File: config.mk
export PLATFORM = sky130hd
export DESIGN_NAME = smb_line_watch
export DESIGN_NICKNAME = d
export VERILOG_FILES = /design/src/rtl/smb_watch_pkg.sv /design/src/rtl/smb_sync.sv /design/src/rtl/smb_cond_det.sv /design/src/rtl/smb_scl_low_tmo.sv /design/src/rtl/smb_drv_timing.sv /design/src/rtl/smb_line_watch.sv
export SDC_FILE = /design/constraint.sdc
export NUM_CORES = 1
export LEC_CHECK = 0
export BUFFER_PORTS_ARGS = -buffer_cell sky130_fd_sc_hd__buf_2
export CORE_AREA = 2 2 84 86
export CTS_CLUSTER_DIAMETER = 40
export CTS_CLUSTER_SIZE = 40
export DETAILED_ROUTE_END_ITERATION = 8
export DIE_AREA = 0 0 86 88
export PLACE_DENSITY_LB_ADDON = 0.08
export REMOVE_ABC_BUFFERS = 1
export SKIP_LAST_GASP = 1
export SLEW_MARGIN = 20
export SYNTH_ARGS = -nofsm -noshare
export SYNTH_HDL_FRONTEND = slang
export SYNTH_SLANG_ARGS = --single-unit
File: constraint.sdc
create_clock -name clk -period 4.4 [get_ports clk]
set_input_delay 0.88 -clock clk [delete_from_list [all_inputs] [get_ports clk]]
set_output_delay 0.88 -clock clk [all_outputs]
set_load 0.1 [all_outputs]
File: src/rtl/smb_watch_pkg.sv
package smb_watch_pkg;

    typedef enum logic [1:0] {
        ST_IDLE  = 2'd0,
        ST_HOLD  = 2'd1,
        ST_SETUP = 2'd2
    } drv_state_e;

    // configuration bits [6:2], most significant first
    typedef struct packed {
        logic free_en;   // bit 6
        logic low_en;    // bit 5
        logic ext;       // bit 4
        logic inh;       // bit 3
        logic en;        // bit 2
    } cfg_t;

endpackage

File: src/rtl/smb_sync.sv
module smb_sync #(
    parameter int W = 2
) (
    input  logic         clk,
    input  logic         rst_n,
    input  logic [W-1:0] d_i,
    output logic [W-1:0] q_o
);
    logic [W-1:0] meta_q;
    logic [W-1:0] sync_q;

    always_ff @(posedge clk or negedge rst_n) begin
        if (!rst_n) begin
            meta_q <= '1;
            sync_q <= '1;
        end else begin
            meta_q <= d_i;
            sync_q <= meta_q;
        end
    end

    assign q_o = sync_q;
endmodule

File: src/rtl/smb_cond_det.sv
module smb_cond_det #(
    parameter int FREE_CYC = 10000
) (
    input  logic clk,
    input  logic rst_n,
    input  logic en,
    input  logic free_en,
    input  logic scl_s,
    input  logic sda_s,
    output logic start_o,
    output logic stop_o,
    output logic scl_fall_o,
    output logic free_fire_o,
    output logic busy_o
);
    localparam int FW = $clog2(FREE_CYC + 1);

    logic          scl_q, sda_q;
    logic [FW-1:0] free_cnt;
    logic          both_hi;

    always_ff @(posedge clk or negedge rst_n) begin
        if (!rst_n) begin
            scl_q <= 1'b1;
            sda_q <= 1'b1;
        end else begin
            scl_q <= scl_s;
            sda_q <= sda_s;
        end
    end

    assign start_o    = en & scl_s & scl_q & sda_q & ~sda_s;
    assign stop_o     = en & scl_s & scl_q & ~sda_q & sda_s;
    assign scl_fall_o = en & scl_q & ~scl_s;
    assign both_hi    = scl_s & sda_s;

    always_ff @(posedge clk or negedge rst_n) begin
        if (!rst_n) begin
            free_cnt <= '0;
        end else if (!en || !free_en || !both_hi) begin
            free_cnt <= '0;
        end else if (free_cnt != FW'(FREE_CYC)) begin
            free_cnt <= free_cnt + 1'b1;
        end
    end

    assign free_fire_o = en & free_en & both_hi & (free_cnt == FW'(FREE_CYC - 1));

    always_ff @(posedge clk or negedge rst_n) begin
        if (!rst_n) begin
            busy_o <= 1'b0;
        end else if (!en) begin
            busy_o <= 1'b0;
        end else if (start_o) begin
            busy_o <= 1'b1;
        end else if (stop_o || free_fire_o) begin
            busy_o <= 1'b0;
        end
    end

    p_start_busy_r2: assert property (@(posedge clk) disable iff (!rst_n)
        start_o |=> busy_o);
    p_stop_idle_r3: assert property (@(posedge clk) disable iff (!rst_n)
        stop_o |=> !busy_o);
    p_free_clears_r4: assert property (@(posedge clk) disable iff (!rst_n)
        free_fire_o |=> !busy_o);
endmodule

File: src/rtl/smb_scl_low_tmo.sv
module smb_scl_low_tmo #(
    parameter int LOW_CYC = 5000000
) (
    input  logic clk,
    input  logic rst_n,
    input  logic en,
    input  logic low_en,
    input  logic scl_s,
    input  logic clr,
    output logic fire_o,
    output logic flag_o
);
    localparam int LW = $clog2(LOW_CYC + 1);

    logic [LW-1:0] low_cnt;

    always_ff @(posedge clk or negedge rst_n) begin
        if (!rst_n) begin
            low_cnt <= LW'(LOW_CYC);
        end else if (!en || !low_en || scl_s) begin
            low_cnt <= LW'(LOW_CYC);
        end else if (low_cnt != '0) begin
            low_cnt <= low_cnt - 1'b1;
        end
    end

    assign fire_o = en & low_en & ~scl_s & (low_cnt == LW'(1));

    always_ff @(posedge clk or negedge rst_n) begin
        if (!rst_n) begin
            flag_o <= 1'b0;
        end else if (fire_o) begin
            flag_o <= 1'b1;
        end else if (clr) begin
            flag_o <= 1'b0;
        end
    end

    p_fire_sets_r5: assert property (@(posedge clk) disable iff (!rst_n)
        fire_o |=> flag_o);
    p_flag_sticky_r6: assert property (@(posedge clk) disable iff (!rst_n)
        (flag_o && !clr) |=> flag_o);
endmodule

File: src/rtl/smb_drv_timing.sv
module smb_drv_timing
    import smb_watch_pkg::*;
#(
    parameter int HOLD_SHORT  = 3,
    parameter int SETUP_SHORT = 4,
    parameter int HOLD_LONG   = 12,
    parameter int SETUP_LONG  = 11
) (
    input  logic clk,
    input  logic rst_n,
    input  logic en,
    input  logic ext,
    input  logic scl_fall,
    output logic hold_strb_o,
    output logic setup_strb_o
);
    localparam int MAXL = (HOLD_LONG > SETUP_LONG) ? HOLD_LONG : SETUP_LONG;
    localparam int CW   = $clog2(MAXL + 1);

    drv_state_e    state, nxt;
    logic [CW-1:0] cnt;
    logic [CW-1:0] hold_last, setup_last;

    assign hold_last  = ext ? CW'(HOLD_LONG - 1)  : CW'(HOLD_SHORT - 1);
    assign setup_last = ext ? CW'(SETUP_LONG - 1) : CW'(SETUP_SHORT - 1);

    always_ff @(posedge clk or negedge rst_n) begin
        if (!rst_n) begin
            state <= ST_IDLE;
            cnt   <= '0;
        end else begin
            state <= nxt;
            cnt   <= (state != nxt) ? '0 : cnt + 1'b1;
        end
    end

    always_comb begin
        nxt = state;
        unique case (state)
            ST_IDLE:  if (scl_fall)          nxt = ST_HOLD;
            ST_HOLD:  if (cnt == hold_last)  nxt = ST_SETUP;
            ST_SETUP: if (cnt == setup_last) nxt = ST_IDLE;
            default:                         nxt = ST_IDLE;
        endcase
        if (!en) nxt = ST_IDLE;
    end

    always_comb begin
        hold_strb_o  = 1'b0;
        setup_strb_o = 1'b0;
        unique case (state)
            ST_IDLE:  ;
            ST_HOLD:  hold_strb_o  = (cnt == hold_last);
            ST_SETUP: setup_strb_o = (cnt == setup_last);
            default:  ;
        endcase
    end

    p_strobe_excl_r8: assert property (@(posedge clk) disable iff (!rst_n)
        $onehot0({hold_strb_o, setup_strb_o}));
    p_setup_follows_r9: assert property (@(posedge clk) disable iff (!rst_n)
        (hold_strb_o && en) |=> (state == ST_SETUP));
endmodule

File: src/rtl/smb_line_watch.sv
module smb_line_watch
    import smb_watch_pkg::*;
#(
    parameter int FREE_CYC    = 10000,
    parameter int LOW_CYC     = 5000000,
    parameter int HOLD_SHORT  = 3,
    parameter int SETUP_SHORT = 4,
    parameter int HOLD_LONG   = 12,
    parameter int SETUP_LONG  = 11
) (
    input  logic       clk,
    input  logic       rst_n,
    input  logic       cfg_we,
    input  logic [7:0] cfg_wdata,
    output logic [7:0] cfg_rdata,
    input  logic       tmo_clr,
    input  logic       scl_i,
    input  logic       sda_i,
    output logic       busy_o,
    output logic       free_to_o,
    output logic       tmo_flag_o,
    output logic       irq_o,
    output logic       hold_strb_o,
    output logic       setup_strb_o
);
    cfg_t       cfg;
    logic [1:0] lines_s;
    logic       start_w, stop_w, fall_w, free_w, low_fire_w;
    logic       wr_unused;

    assign wr_unused = ^{cfg_wdata[7], cfg_wdata[1:0]};

    always_ff @(posedge clk or negedge rst_n) begin
        if (!rst_n)      cfg <= '0;
        else if (cfg_we) cfg <= cfg_t'(cfg_wdata[6:2]);
    end

    assign cfg_rdata = {busy_o, cfg, 2'b00};

    smb_sync #(.W(2)) u_sync (
        .clk(clk), .rst_n(rst_n),
        .d_i({scl_i, sda_i}), .q_o(lines_s)
    );

    smb_cond_det #(.FREE_CYC(FREE_CYC)) u_cond (
        .clk(clk), .rst_n(rst_n), .en(cfg.en), .free_en(cfg.free_en),
        .scl_s(lines_s[1]), .sda_s(lines_s[0]),
        .start_o(start_w), .stop_o(stop_w), .scl_fall_o(fall_w),
        .free_fire_o(free_w), .busy_o(busy_o)
    );

    smb_scl_low_tmo #(.LOW_CYC(LOW_CYC)) u_low (
        .clk(clk), .rst_n(rst_n), .en(cfg.en), .low_en(cfg.low_en),
        .scl_s(lines_s[1]), .clr(tmo_clr),
        .fire_o(low_fire_w), .flag_o(tmo_flag_o)
    );

    smb_drv_timing #(
        .HOLD_SHORT(HOLD_SHORT), .SETUP_SHORT(SETUP_SHORT),
        .HOLD_LONG(HOLD_LONG), .SETUP_LONG(SETUP_LONG)
    ) u_drv (
        .clk(clk), .rst_n(rst_n), .en(cfg.en), .ext(cfg.ext),
        .scl_fall(fall_w),
        .hold_strb_o(hold_strb_o), .setup_strb_o(setup_strb_o)
    );

    always_ff @(posedge clk or negedge rst_n) begin
        if (!rst_n) begin
            irq_o     <= 1'b0;
            free_to_o <= 1'b0;
        end else begin
            irq_o     <= cfg.en & ~cfg.inh & (start_w | stop_w | low_fire_w);
            free_to_o <= free_w;
        end
    end

    p_quiet_off_r1: assert property (@(posedge clk) disable iff (!rst_n)
        (!cfg.en && $past(!cfg.en)) |-> (!irq_o && !hold_strb_o && !setup_strb_o && !busy_o));
    p_inhibit_r7: assert property (@(posedge clk) disable iff (!rst_n)
        (cfg.inh && $past(cfg.inh)) |-> !irq_o);
    p_rsvd_zero_r10: assert property (@(posedge clk) disable iff (!rst_n)
        cfg_rdata[1:0] == 2'b00);
endmodule

# Word-level counts from Yosys, hierarchy flattened
# Cells that the tools add are included.
[word_totals] reg_bits=58 mem_bits_ro=0 latch_bits=0 ram_bits=0 mem_count=0
[classes] mul=0 muxes=19 n_eq_ne=9 div_mod_pow=0 n_addsub=3 n_reduce_logical=14 n_bitwise=23 n_shift=0 magnitude_cmp=0
[ops] cell="$mux W23" n=2
[ops] cell="$mux W14" n=2
[ops] cell="$eq A23 B1 Y1 const B" n=1
[ops] cell="$reduce_bool A23 Y1" n=1
[ops] cell="$sub A23 B1 Y23 const B" n=1
[ops] cell="$and A1 B1 Y1" n=17
[ops] cell="$add A14 B1 Y14 const B" n=1
[ops] cell="$eq A14 B14 Y1 const B" n=1
[ops] cell="$ne A14 B14 Y1 const B" n=1
[ops] cell="$mux W4" n=3
[ops] cell="$eq A4 B4 Y1" n=2
[ops] cell="$mux W2" n=4
[ops] cell="$mux W1" n=7
[ops] cell="$pmux W2 S3" n=1
[ops] cell="$reduce_bool A2 Y1" n=3
[ops] cell="$logic_or A1 B1 Y1" n=5
[ops] cell="$add A4 B1 Y4 const B" n=1
[ops] cell="$logic_not A1 Y1" n=4
[ops] cell="$not A1 Y1" n=4
[ops] cell="$ne A3 B1 Y1 const B" n=1
[ops] cell="$eq A2 B1 Y1 const B" n=1
[ops] cell="$eq A2 B2 Y1 const B" n=1
[ops] cell="$logic_not A2 Y1" n=1
[ops] cell="$ne A2 B2 Y1" n=1
[ops] cell="$or A1 B1 Y1" n=2

# Depth between registers and ports, before layout
[logic_depth] word_depth=8 mapped_depth=7 mapped_depth_nobuf=6

# Hierarchy
# From an unflattened synthesis, not the netlist that was laid out.
[hier_totals] cells_unflattened=305 area_unflattened_um2=3190.6
[by_module_without_submodules] module="smb_scl_low_tmo" seq_area_each_um2=610.6 cells_per_inst=154 instances=1 area_each_um2=1531.5
[by_module_without_submodules] module="smb_cond_det" seq_area_each_um2=427.9 cells_per_inst=95 instances=1 area_each_um2=927.1
[by_module_without_submodules] module="smb_drv_timing" seq_area_each_um2=150.1 cells_per_inst=34 instances=1 area_each_um2=356.6
[by_module_without_submodules] module="smb_line_watch" seq_area_each_um2=175.2 cells_per_inst=18 instances=1 area_each_um2=270.3
[by_module_without_submodules] module="smb_sync" seq_area_each_um2=105.1 cells_per_inst=4 instances=1 area_each_um2=105.1

# Worst setup path after synthesis
# OpenSTA, ideal clock, no wires.
[synth_path] path_type="register to output" start="register u_drv.cnt[0]" end="output hold_strb_o" arrival_ps=2975 required_ps=3520 slack_ps=545 stages_incl_launch_ff=4 path_cell_list="dfrtp_1 -> nor3_1 -> o21ai_0 -> nor3b_1"
[synth_via] elab_chain_cells=2
[synth_lines] element="start: declaration" line_no="smb_drv_timing.sv:21" source="logic [CW-1:0] cnt;"
[synth_lines] element="start signal: assignment" line_no="smb_drv_timing.sv:33" source="cnt <= (state != nxt) ? '0 : cnt + 1'b1;"
[synth_lines] element="$eq A4 B4 Y1" line_no="smb_drv_timing.sv:53" source="ST_HOLD: hold_strb_o = (cnt == hold_last);"
[synth_lines] element="$mux W1" line_no="smb_drv_timing.sv:51" source="unique case (state)"
[synth_lines] element="end: declaration" line_no="smb_line_watch.sv:23" source="output logic hold_strb_o,"
# Every way passes these cells.

# Worst setup path in the final report
# Same ends and word-level chain as after synthesis.

==> metrics.csv <==
metric;value;unit
status;finished, final reports clean;
num_vias;2077;
critPathTopFamily;buffers and inverters;
grt_overflow;0;
cap_violations;0;
wl;5.55;mm
dp_hpwl;3.75;mm
clock_latency;330;ps
powerDensity;384;mW/mm^2
crit_fanout;7;
crit_arrival;1850;ps
rows;30;
cp_cell_sequence;nor3_1 > o21ai_0 > nor3b_1 > buf_2;
place_ws;1930;ps
drtAntennaViolNets;0;
grt_max_degree;34;
synth_area_leaders;dfrtp_1 38%, dfstp_2 13%, nor2_1 5.4%;
cts.sinks;58;
min_period;2730;ps
skew;6.20;ps
yosysSeqAreaShare;0.503;
p_leak;1.33;nW
post-route-period-util;0.621;
setup_viol_count_final;0;
grt_setup_unrepaired;no;
critPathBufInv;1;
drt-wirelength-per-cell;14.3;um
yosysTopAreaCell;dfrtp_1;
synth_top_cell_area_share;0.377;
htree_levels;3;
worst_pin_slew;741;ps
hold_buffers;0;
cts_resized;0;
dr.pass1.iters;4;
syn_area;0.00292;mm^2
fmax;366;MHz
finalSetupTns;0;ps
syn_inst;283;
async_flop_share;1.00;
r2r_slack;1930;ps
final_cells;388;
layout-drive-gt1-share;0.198;
fin_ws;1670;ps
ys_warn_count;0;
dieHeight;88;um
n_antenna_cell;0;
ys.flop_type;dfrtp_1;
synth-edff-count;0;
ctsLongestPathBuffers;2;
worstSetupEndpointType;primary output;
cts.reportedPaths.clkPinSlew;60;ps
regArea;0.00147;mm^2
cts_buffers;9;
fp.coreArea;0.00664;mm^2
start_kind;flip-flop;
cts_setup_buffers;0;
yosys.cell_types.count;52;
routed_via_density;5.35;
gr-usage-all-layers;0.163;
hold_ws;358;ps
dp.cells;372;
placed_area;0.00305;mm^2
ios;28;
die_x;86;um
final_area;0.00322;mm^2
finalPower;1.24;mW
ys_ff_latch;58;
ctsRootBufferMaster;clkbuf_8;
vdd_ir_drop_max;0.214;mV
slew_violations;0;
crit_type;flip-flop to primary output;
fill_cells;621;
start_util;0.440;
multi_input_area;0.00134;mm^2
cp_slowest_cell;buf_2;
io_buffers;22;
slowest_delay;480;ps
slew_headroom;0.503;
hp-class;flip-flop to flip-flop;
final_core_util;0.485;
hold_viol;0;
drc_errors;0;
initialDrtViolationCount;78;
grt_pass1_wl;9.42;mm
dieArea;0.00757;mm^2
gp_congestion;0.774;
nets;323;
antenna_found_initial;0;
avgSynthCellArea;10.3;um^2
syn2layout_area_growth;10.2;%
required;3520;ps
cts_tree;done;
grt_pass1_vias;1977;
placed cells by master, fill, tap and decap left out, types with 2 or more instances in the layout:
master    count
o21ai_0       5
nand4_1       8
or2_2         2
a31oi_1       3
nand2_1      15
or4_1         3
inv_1         6
clkbuf_8     11
nor4_4        2
buf_2        22
or3_1         3
mux2_2        5
conb_1        2
nand3_1      12
dfstp_2      14
nor3b_1       7
xnor2_1      17
and3b_1       2
and3_1        5
nor4_1        3
a21oi_1      11
a211oi_1      5
nor2_1       42
o31ai_1       4
o21a_1        2
xor2_1       11
clkbuf_1      5
a311oi_1      2
ha_1          6
nor2b_1       2
dfrtp_1      44
nor3_1        7
and4_1        2
per-layer routing:
metal  global-route usage  share of wire
met4               0.0938          0.021
met1                0.212           0.51
met2                0.252           0.45
met5                    0              0
met3               0.0339          0.022
worst register-to-register path, cell delays in order (launching register included):
cell,delay (ps)
dfrtp_1,390
or4_4,560
nor3_2,580
nand4_1,270
or4_1,450
a21oi_1,150
layout make-up:
class	instances	area share
tap	80	0.0311
sequential	58	0.456
multi-input combinational	205	0.416
inverter	6	0.00699
clock buffer	16	0.0528
timing repair buffer	23	0.0365
flip-flops by register name (all words and copies together), names as in the netlist:
| register | count |
|---|---|
| cfg_rdata | 5 |
| u_drv.state | 2 |
| u_drv.cnt | 4 |
| irq_o | 1 |
| u_cond.scl_q | 1 |
| u_low.flag_o | 1 |
| u_cond.free_cnt | 14 |
| u_sync.q_o | 2 |
| u_low.low_cnt | 23 |
| u_cond.busy_o | 1 |
| u_cond.sda_q | 1 |
| free_to_o | 1 |
| u_sync.meta_q | 2 |
worst paths after layout:
kind,from,to,depth (start not counted)
max,u_drv.cnt[0],hold_strb_o,4
min,u_sync.meta_q[1],u_sync.q_o[1],0
max reg2reg,u_low.low_cnt[15],u_low.low_cnt[20],5
min reg2reg,u_sync.meta_q[1],u_sync.q_o[1],0
max in group asynchronous,rst_n,u_sync.q_o[1],2
min in group asynchronous,rst_n,u_cond.free_cnt[1],1
logic make-up after synthesis:
| group | count (synthesis) | share of synthesized area |
|---|---|---|
| other cells | 1 | 0.00128 |
| compound gates | 40 | 0.0912 |
| mux | 6 | 0.0227 |
| simple gates | 123 | 0.233 |
| flops | 58 | 0.503 |
| buf+inv | 21 | 0.0394 |
| fa+ha+maj | 6 | 0.0257 |
| xor+xnor | 28 | 0.0839 |
report_power, final:
group          total, mW  switching [mW]  internal [mW]
sequential         0.607          0.0382          0.569
combinational      0.195           0.128         0.0664
clock              0.434           0.197          0.237
total               1.24           0.364          0.872
synthesized netlist by cell type, types with 2 or more instances:
cell / count
dfrtp_1: 44
nor2_1: 42
xnor2_1: 17
nand2_1: 15
dfstp_2: 14
nand3_1: 12
a21oi_1: 11
xor2_1: 11
nand4_1: 8
buf_4: 7
nor3_1: 7
nor3b_1: 7
ha_1: 6
inv_1: 6
a211oi_1: 5
and3_1: 5
mux2_2: 5
o21ai_0: 5
clkbuf_1: 4
o31ai_1: 4
a31oi_1: 3
nor4_1: 3
or3_1: 3
or4_1: 3
a311oi_1: 2
and3b_1: 2
and4_1: 2
buf_2: 2
nor2b_1: 2
nor4_4: 2
o21a_1: 2
or2_2: 2
(Power assumes the default switching activity.)
